**config.mk**
```make
export PLATFORM = sky130hd
export DESIGN_NAME = uart_ack_rx
export DESIGN_NICKNAME = d
export VERILOG_FILES = /design/src/rtl/uart_ack_rx_pkg.sv /design/src/rtl/uart_ack_rx_sync.sv /design/src/rtl/uart_ack_rx_framer.sv /design/src/rtl/uart_ack_rx_status.sv /design/src/rtl/uart_ack_rx.sv
export SDC_FILE = /design/constraint.sdc
export NUM_CORES = 1
export LEC_CHECK = 0
export BUFFER_PORTS_ARGS = -buffer_cell sky130_fd_sc_hd__buf_4
export CORE_MARGIN = 1
export CORE_UTILIZATION = 60
export CTS_BUF_LIST = sky130_fd_sc_hd__clkbuf_16
export DETAILED_ROUTE_END_ITERATION = 8
export MAX_ROUTING_LAYER = met4
export PLACE_DENSITY = 0.81
export SYNTH_ARGS = -nofsm -noshare
export SYNTH_HDL_FRONTEND = slang
export SYNTH_HIERARCHICAL = 1
export SYNTH_SLANG_ARGS = --single-unit
```
**constraint.sdc**
```tcl
create_clock -name clk -period 4.5 [get_ports clk]
set_clock_uncertainty 0.15 [all_clocks]
set_input_delay 0.9 -clock clk [delete_from_list [all_inputs] [get_ports clk]]
set_output_delay 0.9 -clock clk [all_outputs]
set_load 0.005 [all_outputs]
```
**src/rtl/uart_ack_rx_pkg.sv**
```systemverilog
package uart_ack_rx_pkg;
  localparam int unsigned DATA_W = 8;
  localparam int unsigned CMD_W  = 3;
  localparam logic [1:0] PM_NONE = 2'd0;
  localparam logic [1:0] PM_EVEN = 2'd1;
  localparam logic [1:0] PM_ODD  = 2'd2;
  localparam logic ADDR_CTRL = 1'b0;
  localparam logic ADDR_CMD  = 1'b1;

  typedef enum logic [2:0] {
    ST_IDLE, ST_START, ST_DATA, ST_PAR, ST_STOP, ST_HOLD
  } rx_state_e;

  // parity bit a correct sender appends
  function automatic logic par_expected(logic [DATA_W-1:0] d, logic [1:0] mode);
    return (mode == PM_ODD) ? ~(^d) : (^d);
  endfunction

  function automatic logic par_used(logic [1:0] mode);
    return (mode == PM_EVEN) || (mode == PM_ODD);
  endfunction

  // LSB arrives first, so new bits enter at the top
  function automatic logic [DATA_W-1:0] shift_in(logic [DATA_W-1:0] sh, logic b);
    return {b, sh[DATA_W-1:1]};
  endfunction
endpackage

```
**src/rtl/uart_ack_rx_sync.sv**
```systemverilog
module uart_ack_rx_sync #(
  parameter int unsigned STAGES = 2
) (
  input  logic clk,
  input  logic rst_n,
  input  logic din,
  output logic dout
);
  logic [STAGES-1:0] q;

  generate
    if (STAGES == 1) begin : g_one
      always_ff @(posedge clk or negedge rst_n) begin
        if (!rst_n) q <= '1;
        else        q <= din;
      end
    end else begin : g_many
      always_ff @(posedge clk or negedge rst_n) begin
        if (!rst_n) q <= '1;
        else        q <= {q[STAGES-2:0], din};
      end
    end
  endgenerate

  assign dout = q[STAGES-1];
endmodule

```
**src/rtl/uart_ack_rx_framer.sv**
```systemverilog
module uart_ack_rx_framer
  import uart_ack_rx_pkg::*;
#(
  parameter int unsigned OVS = 16
) (
  input  logic              clk,
  input  logic              rst_n,
  input  logic              en,
  input  logic              tick,
  input  logic              rxd_s,
  input  logic [1:0]        par_mode,
  output logic              frame_done,
  output logic [DATA_W-1:0] frame_data,
  output logic              par_bit,
  output logic              stop_bit
);
  localparam int unsigned CW   = (OVS > 1) ? $clog2(OVS) : 1;
  localparam int unsigned HALF = OVS / 2;
  localparam int unsigned BW   = $clog2(DATA_W);

  rx_state_e         state;
  logic [CW-1:0]     cnt;
  logic [BW-1:0]     bitn;
  logic [DATA_W-1:0] sh;
  logic              mid_start;
  logic              bit_end;

  assign mid_start = tick && (cnt == CW'(HALF - 1));
  assign bit_end   = tick && (cnt == CW'(OVS - 1));

  always_ff @(posedge clk or negedge rst_n) begin
    if (!rst_n) begin
      state      <= ST_IDLE;
      cnt        <= '0;
      bitn       <= '0;
      sh         <= '0;
      par_bit    <= 1'b0;
      stop_bit   <= 1'b1;
      frame_done <= 1'b0;
    end else begin
      frame_done <= 1'b0;
      if (!en) begin
        state <= ST_IDLE;
        cnt   <= '0;
      end else begin
        case (state)
          ST_IDLE: begin
            if (tick && !rxd_s) begin
              state <= ST_START;
              cnt   <= '0;
            end
          end
          ST_START: begin
            if (mid_start) begin
              cnt  <= '0;
              bitn <= '0;
              state <= rxd_s ? ST_IDLE : ST_DATA;
            end else if (tick) begin
              cnt <= cnt + 1'b1;
            end
          end
          ST_DATA: begin
            if (bit_end) begin
              cnt  <= '0;
              sh   <= shift_in(sh, rxd_s);
              bitn <= bitn + 1'b1;
              if (bitn == BW'(DATA_W - 1))
                state <= par_used(par_mode) ? ST_PAR : ST_STOP;
            end else if (tick) begin
              cnt <= cnt + 1'b1;
            end
          end
          ST_PAR: begin
            if (bit_end) begin
              cnt     <= '0;
              par_bit <= rxd_s;
              state   <= ST_STOP;
            end else if (tick) begin
              cnt <= cnt + 1'b1;
            end
          end
          ST_STOP: begin
            if (bit_end) begin
              cnt        <= '0;
              stop_bit   <= rxd_s;
              frame_done <= 1'b1;
              state      <= rxd_s ? ST_IDLE : ST_HOLD;
            end else if (tick) begin
              cnt <= cnt + 1'b1;
            end
          end
          ST_HOLD: begin
            if (rxd_s) state <= ST_IDLE;
          end
          default: state <= ST_IDLE;
        endcase
      end
    end
  end

  assign frame_data = sh;

  // switching reception off returns the framer to idle with no result
  p_off_idle_r8: assert property (@(posedge clk) disable iff (!rst_n)
    !en |=> (state == ST_IDLE) && !frame_done);

  // a low stop bit parks the framer until the line is high
  p_low_stop_hold_r4: assert property (@(posedge clk) disable iff (!rst_n)
    frame_done && !stop_bit |-> state == ST_HOLD);

  // a start that is high again at mid-bit produces no frame next cycle
  p_false_start_r3: assert property (@(posedge clk) disable iff (!rst_n)
    en && (state == ST_START) && mid_start && rxd_s |=> state == ST_IDLE);
endmodule

```
**src/rtl/uart_ack_rx_status.sv**
```systemverilog
module uart_ack_rx_status
  import uart_ack_rx_pkg::*;
(
  input  logic              clk,
  input  logic              rst_n,
  input  logic              wr_en,
  input  logic              wr_addr,
  input  logic [CMD_W-1:0]  wr_data,
  input  logic [1:0]        par_mode,
  input  logic              frame_done,
  input  logic [DATA_W-1:0] frame_data,
  input  logic              par_bit,
  input  logic              stop_bit,
  output logic              rx_on,
  output logic [DATA_W-1:0] rx_data,
  output logic              done_flag,
  output logic              err_flag,
  output logic              par_err,
  output logic              ovr_err,
  output logic              frm_err,
  output logic              irq_done,
  output logic              irq_err
);
  logic ie_done, ie_err, held;
  logic ctrl_wr, cmd_wr, off_wr, ack_now, clr_done, clr_err;
  logic held_eff, ovr_evt, take_evt, par_bad, frm_bad, err_evt;

  assign ctrl_wr  = wr_en && (wr_addr == ADDR_CTRL);
  assign cmd_wr   = wr_en && (wr_addr == ADDR_CMD);
  assign off_wr   = ctrl_wr && !wr_data[0];
  assign ack_now  = cmd_wr && wr_data[0];
  assign clr_done = cmd_wr && wr_data[1];
  assign clr_err  = cmd_wr && wr_data[2];

  assign held_eff = held && !ack_now;
  assign ovr_evt  = frame_done && held_eff;
  assign take_evt = frame_done && !held_eff;
  assign par_bad  = take_evt && par_used(par_mode) &&
                    (par_bit != par_expected(frame_data, par_mode));
  assign frm_bad  = frame_done && !stop_bit;
  assign err_evt  = ovr_evt || par_bad || frm_bad;

  always_ff @(posedge clk or negedge rst_n) begin
    if (!rst_n) begin
      rx_on <= 1'b0; ie_done <= 1'b0; ie_err <= 1'b0;
      held <= 1'b0; rx_data <= '0;
      done_flag <= 1'b0; err_flag <= 1'b0;
      par_err <= 1'b0; ovr_err <= 1'b0; frm_err <= 1'b0;
    end else begin
      if (ctrl_wr) begin
        rx_on   <= wr_data[0];
        ie_done <= wr_data[1];
        ie_err  <= wr_data[2];
      end
      if (take_evt)     held <= 1'b1;
      else if (ack_now) held <= 1'b0;
      if (take_evt) rx_data <= frame_data;
      if (take_evt)      done_flag <= 1'b1;
      else if (clr_done) done_flag <= 1'b0;
      if (err_evt)      err_flag <= 1'b1;
      else if (clr_err) err_flag <= 1'b0;
      if (off_wr) begin
        par_err <= 1'b0; ovr_err <= 1'b0; frm_err <= 1'b0;
      end else begin
        if (par_bad) par_err <= 1'b1;
        if (ovr_evt) ovr_err <= 1'b1;
        if (frm_bad) frm_err <= 1'b1;
      end
    end
  end

  assign irq_done = done_flag && ie_done;
  assign irq_err  = err_flag && ie_err;

  // an overrun keeps the old byte and raises the overrun flags
  p_ovr_keep_r6: assert property (@(posedge clk) disable iff (!rst_n)
    frame_done && held_eff && !off_wr |=> $stable(rx_data) && ovr_err && err_flag);

  // the completion flag is not raised by an overrun frame
  p_ovr_no_done_r6: assert property (@(posedge clk) disable iff (!rst_n)
    frame_done && held_eff && !done_flag |=> !done_flag);

  // a frame with the buffer free is stored and flagged
  p_take_r2: assert property (@(posedge clk) disable iff (!rst_n)
    frame_done && !held_eff |=> done_flag && (rx_data == $past(frame_data)));

  // switching reception off clears the three error flags
  p_off_clear_r8: assert property (@(posedge clk) disable iff (!rst_n)
    off_wr |=> !par_err && !ovr_err && !frm_err);

  // an acknowledge without a frame frees the buffer
  p_ack_free_r7: assert property (@(posedge clk) disable iff (!rst_n)
    ack_now && !frame_done |=> !held);

  // a low stop bit is recorded
  p_frm_r4: assert property (@(posedge clk) disable iff (!rst_n)
    frame_done && !stop_bit && !off_wr |=> frm_err && err_flag);
endmodule

```
**src/rtl/uart_ack_rx.sv**
```systemverilog
module uart_ack_rx
  import uart_ack_rx_pkg::*;
#(
  parameter int unsigned OVS       = 16,
  parameter int unsigned SYNC_STGS = 2
) (
  input  logic              clk,
  input  logic              rst_n,
  input  logic              samp_tick,
  input  logic              rxd,
  input  logic [1:0]        par_mode,
  input  logic              wr_en,
  input  logic              wr_addr,
  input  logic [CMD_W-1:0]  wr_data,
  output logic [DATA_W-1:0] rx_data,
  output logic              rx_on,
  output logic              done_flag,
  output logic              err_flag,
  output logic              par_err,
  output logic              ovr_err,
  output logic              frm_err,
  output logic              irq_done,
  output logic              irq_err
);
  logic              rxd_s;
  logic              frame_done;
  logic [DATA_W-1:0] frame_data;
  logic              par_bit;
  logic              stop_bit;

  uart_ack_rx_sync #(.STAGES(SYNC_STGS)) u_sync (
    .clk(clk), .rst_n(rst_n), .din(rxd), .dout(rxd_s)
  );

  uart_ack_rx_framer #(.OVS(OVS)) u_framer (
    .clk(clk), .rst_n(rst_n), .en(rx_on), .tick(samp_tick),
    .rxd_s(rxd_s), .par_mode(par_mode), .frame_done(frame_done),
    .frame_data(frame_data), .par_bit(par_bit), .stop_bit(stop_bit)
  );

  uart_ack_rx_status u_status (
    .clk(clk), .rst_n(rst_n), .wr_en(wr_en), .wr_addr(wr_addr),
    .wr_data(wr_data), .par_mode(par_mode), .frame_done(frame_done),
    .frame_data(frame_data), .par_bit(par_bit), .stop_bit(stop_bit),
    .rx_on(rx_on), .rx_data(rx_data), .done_flag(done_flag),
    .err_flag(err_flag), .par_err(par_err), .ovr_err(ovr_err),
    .frm_err(frm_err), .irq_done(irq_done), .irq_err(irq_err)
  );
endmodule

```
After elaboration in Yosys (flattened, before gate mapping)
Index checks and enable logic that the tools add are counted.

Register bits: 40. Bits in latches: 0. Memory bits (writable): 0. Memory bits (read-only): 0. Bits of input ports: 11. Output and inout port bits: 16. Memories kept: 0.

Add/sub/neg operators: 2. $mul: 0. Divide/modulo/power cells: 0. Order comparisons: 0. Equality and inequality tests: 21. Shift-type cells: 0. Mux-type cells: 37. Bitwise logic cells: 2. Reductions and logical operators: 41.

Operators with widths (number): 3-bit 2-to-1 mux (12); 3-bit inequality test (second input constant) (7); 4-bit 2-to-1 mux (5); 3-bit case mux with 6 select lines (1); 1-bit logical AND (17); 1-bit 2-to-1 mux (16); 2-bit nonzero test (7); 4-bit case mux with 3 select lines (1); 3-bit == test (second input constant) (3); 3-bit AND reduction (3); 8-bit XOR reduction (1); 7-bit AND reduction (1); 3-bit by 2-bit == test with 1-bit output (second input constant) (2); 3-bit case mux with 2 select lines (1); 1-bit logical NOT (5); 4-bit by 1-bit adder with 4-bit output (second input constant) (1); 4-bit by 3-bit == test with 1-bit output (second input constant) (1); 4-bit == test (second input constant) (1); 2-bit by 1-bit inequality test with 1-bit output (second input constant) (2); 4-bit inequality test (second input constant) (1); 4-bit AND reduction (1); 3-bit by 1-bit adder with 3-bit output (second input constant) (1); 3-bit by 1-bit == test with 1-bit output (second input constant) (1); 3-bit logical NOT (1); other kinds (8) (11).

Longest topological paths before layout
Depth after elaboration: 11. Depth in mapped cells: 6. Depth with buffers taken out: 6.

Modules after synthesis
Netlist, hierarchy kept.

Modules (own cells, without submodules): uart_ack_rx_framer (times used 1, cells an instance 112, area an instance 1206.2 µm²); uart_ack_rx_status (times used 1, cells an instance 70, area an instance 843.3 µm²); uart_ack_rx_sync (times used 1, cells an instance 2, area an instance 52.6 µm²).

Least setup slack after synthesis
No wires, ideal clock.

Kind: input to register. From: in samp_tick. To: reg u_framer.sh[0], in the netlist u_framer/frame_data[0]. Library setup time: 0.125 ns. Data arrival time: 1.934 ns. Required time: 4.225 ns. Path slack: 2.291 ns. Stages: 4. Buffers on the path: 0. Cells stage by stage: nand3_2 -> or2_4 -> nor3_4 -> mux2_2.

Cells in the longest elaborated chain, start to end: 2.

Ends and longest elaborated chain: from (decl) (line uart_ack_rx.sv:9) `input logic samp_tick,`; 1-bit logical AND (line uart_ack_rx_framer.sv:29) `assign bit_end = tick && (cnt == CW'(OVS - 1));`; 3-bit AND reduction (no source line); to (signal assigned) (line uart_ack_rx_framer.sv:65) `sh <= shift_in(sh, rxd_s);`; to (decl) (line uart_ack_rx_framer.sv:24) `logic [DATA_W-1:0] sh;`.

Every way passes these cells. A chain may end at the register's enable or synchronous reset.

Final worst setup path
From: in samp_tick. To: reg u_framer.sh[7], in the netlist u_framer/frame_data[7].

Same word-level chain as after synthesis.

==> out/results.ini <==
[run_status]
status=complete, no violations

[worst_hold_path]
hold_path.class=flop to flop

[synth]
synth-seq-cells=40
synth_common_cells=37 x dfrtp_1, 22 x mux2_2, 15 x nand2_1, 11 x inv_1
synth_area_per_cell_sq_um=11.4
synth-edff-count=0
yosysMostFrequentCell=dfrtp_1
synthFlopType=dfrtp_1
synth.largest_area_cell=dfrtp_1
yosys-top-cells-area=dfrtp_1 44%, mux2_2 12%, dfstp_2 3.8%
synth_top_area_share_pct=44.0
yosysSeqAreaShare_pct=47.8
netlist_area_sq_mm=0.00210
netlist_instances=184
synthDistinctLibCells=49
ys_async_sr_fraction_pct=100
synth_nets=199
yosys_warnings=6

[run]
maxCapViolCount=0

[critical_path]
worstPathMaxFanout=8
crit_family=simple AND/OR/NAND/NOR gates
critPathBufInv=1
start_kind=primary input
arrival_ns=2.20
crit_required_ns=4.50
cp_cell_sequence=buf_4 > nand3_2 > or2_4 > nor3_4 > mux2_2
crit_path_top_delay_cell=nor3_4
endpoint_kind=flop
criticalPathCategory=primary input to flop
cpPeakStageDelay_ns=0.39

[sta]
tightest_slew_ns=0.607
final-max-slew-violation-count=0
period_needed_ns=2.19
rsz0062_at_grt=no
hold_viol=0
post-route-worst-setup-slack_ns=2.31
final-setup-viol-count=0
slew_headroom_pct=59.5
fin_crit_sh_pct=48.8
fmax_ghz=0.456
whs_ns=0.206
tns_ns=0

[pwr]
power.leakage_nw=1.18
powerDensity_mw_per_mm2=375
ir_drop_uv=267

[grt]
track_usage_pct=23.2
grt_pass1_wl_mm=6.05
grt_start_max_net_pins=41
antenna_found_initial=0
grt_pass1_vias=1368
grt_overflow=0

[cells_and_area]
diodes=0
drive_gt1_share_pct=31.8
fillers=246
fin_area_sq_mm=0.00247
final_cells=257
syn_to_final_growth_pct=17.7
nNetsFinal=225

[die]
die_x_microns=61.2
num_rows=21
floorplan.initialDensity_pct=63.0
io-pin-count=27
die_h_microns=61.2
design.core.area_sq_mm=0.00334
dieArea_sq_mm=0.00374

[detailed_routing]
dr_total_vias=1445
post-route-drc-count=0
dr.pass1.iters=4
viasPerCell=5.62
drtIter0Drc=78
wl_per_cell_microns=14.8
wl_mm=3.80
ant_nets=0

[placed_design]
place.gp.congestion=0.879
numPortBuffers=26
post_dp_cell_area_sq_mm=0.00231
hpwl_mm=2.77
dp_cells=249
pre_cts_slack_ns=2.04

[clocking]
cts_tree=built
clockBufferDepth=2
clk_pin_slew_worst_paths_ns=0.05
h-tree-depth=2
cts_resized=0
cts_buffers=5
clock_sinks=40
post_cts_buffers=0
worst_skew_pair.late_latency_ns=0.27
root_buffer=clkbuf_16
cts_hold_buf=0

final cells by class:
class / instances / area (sq um) / area share [%]
Inverter: 11 / 41.3 / 1.67
Clock inverter: 3 / 37.5 / 1.52
Tap cell: 46 / 57.6 / 2.33
Multi-Input combinational cell: 126 / 1010 / 40.9
Timing Repair Buffer: 26 / 195 / 7.89
Clock buffer: 5 / 125 / 5.06
Sequential cell: 40 / 1000 / 40.6
state kept, by name, indices dropped and copies added (netlist names), 2 cells and up:
register	count
u_framer/frame_data	8
u_status/rx_data	8
u_framer/cnt	4
u_framer/bitn	3
u_framer/state	3
u_sync/q	2
through the flow:
step           utilization (%)  total power, W
2_1_floorplan                -        0.000513
3_3_place_gp              69.3        0.000543
3_5_place_dp              69.3        0.000546
4_1_cts                   74.1        0.000930
5_1_grt                   74.1        0.000969
6_report                  74.1        0.000928
layer usage:
layer,GRT usage (%),wire length (microns),up-vias
met3,6.30,193,2
met1,29.2,1720,690
met5,-,0,-
met2,35.6,1860,43
met4,9.09,20,0
li1,-,-,710
final timing paths:
path / start / end / slack, ns / depth (start not counted)
worst min-delay path: u_sync/q[0] / u_sync/q[1] / 0.21 / 0
min in group asynchronous: rst_n / u_framer/bitn[2] / 0.44 / 1
max in group asynchronous: rst_n / u_sync/q[0] / 3.40 / 1
worst max register to register: u_framer/cnt[0] / u_framer/frame_data[7] / 2.39 / 5
worst min register to register: u_sync/q[0] / u_sync/q[1] / 0.21 / 0
worst max-delay path: samp_tick / u_framer/frame_data[7] / 2.31 / 5
power breakdown:
part | switching [W] | leakage [nW] | internal [W]
logic | 0.0000696 | 0.567 | 0.0000623
registers | 0.0000357 | 0.530 | 0.000375
clock network | 0.000129 | 0.0789 | 0.000257
total | 0.000234 | 1.18 | 0.000695
cell usage in the layout (no fill, tap or decap), types with 5 or more instances in the layout:
master     synthesis  final
dfrtp_1           37     37
buf_4              0     26
mux2_2            22     22
nand2_1           15     15
inv_1             11     11
a21oi_1            8      8
nor2_1             8      8
nand3_1            6      6
xnor2_1            6      6
clkbuf_16          0      5
nor3b_1            5      5
cell families after synthesis:
logic type	count (synthesis)	share of synthesized area, %
buffers and inverters	18	4.05
adder cells (fa/ha/maj)	4	2.38
multiplexers	26	13.7
flip-flops	40	47.8
AO/OA/AOI/OAI	28	9.76
AND/OR/NAND/NOR	57	16.7
XOR/XNOR	11	5.66
(Power assumes the default switching activity.)
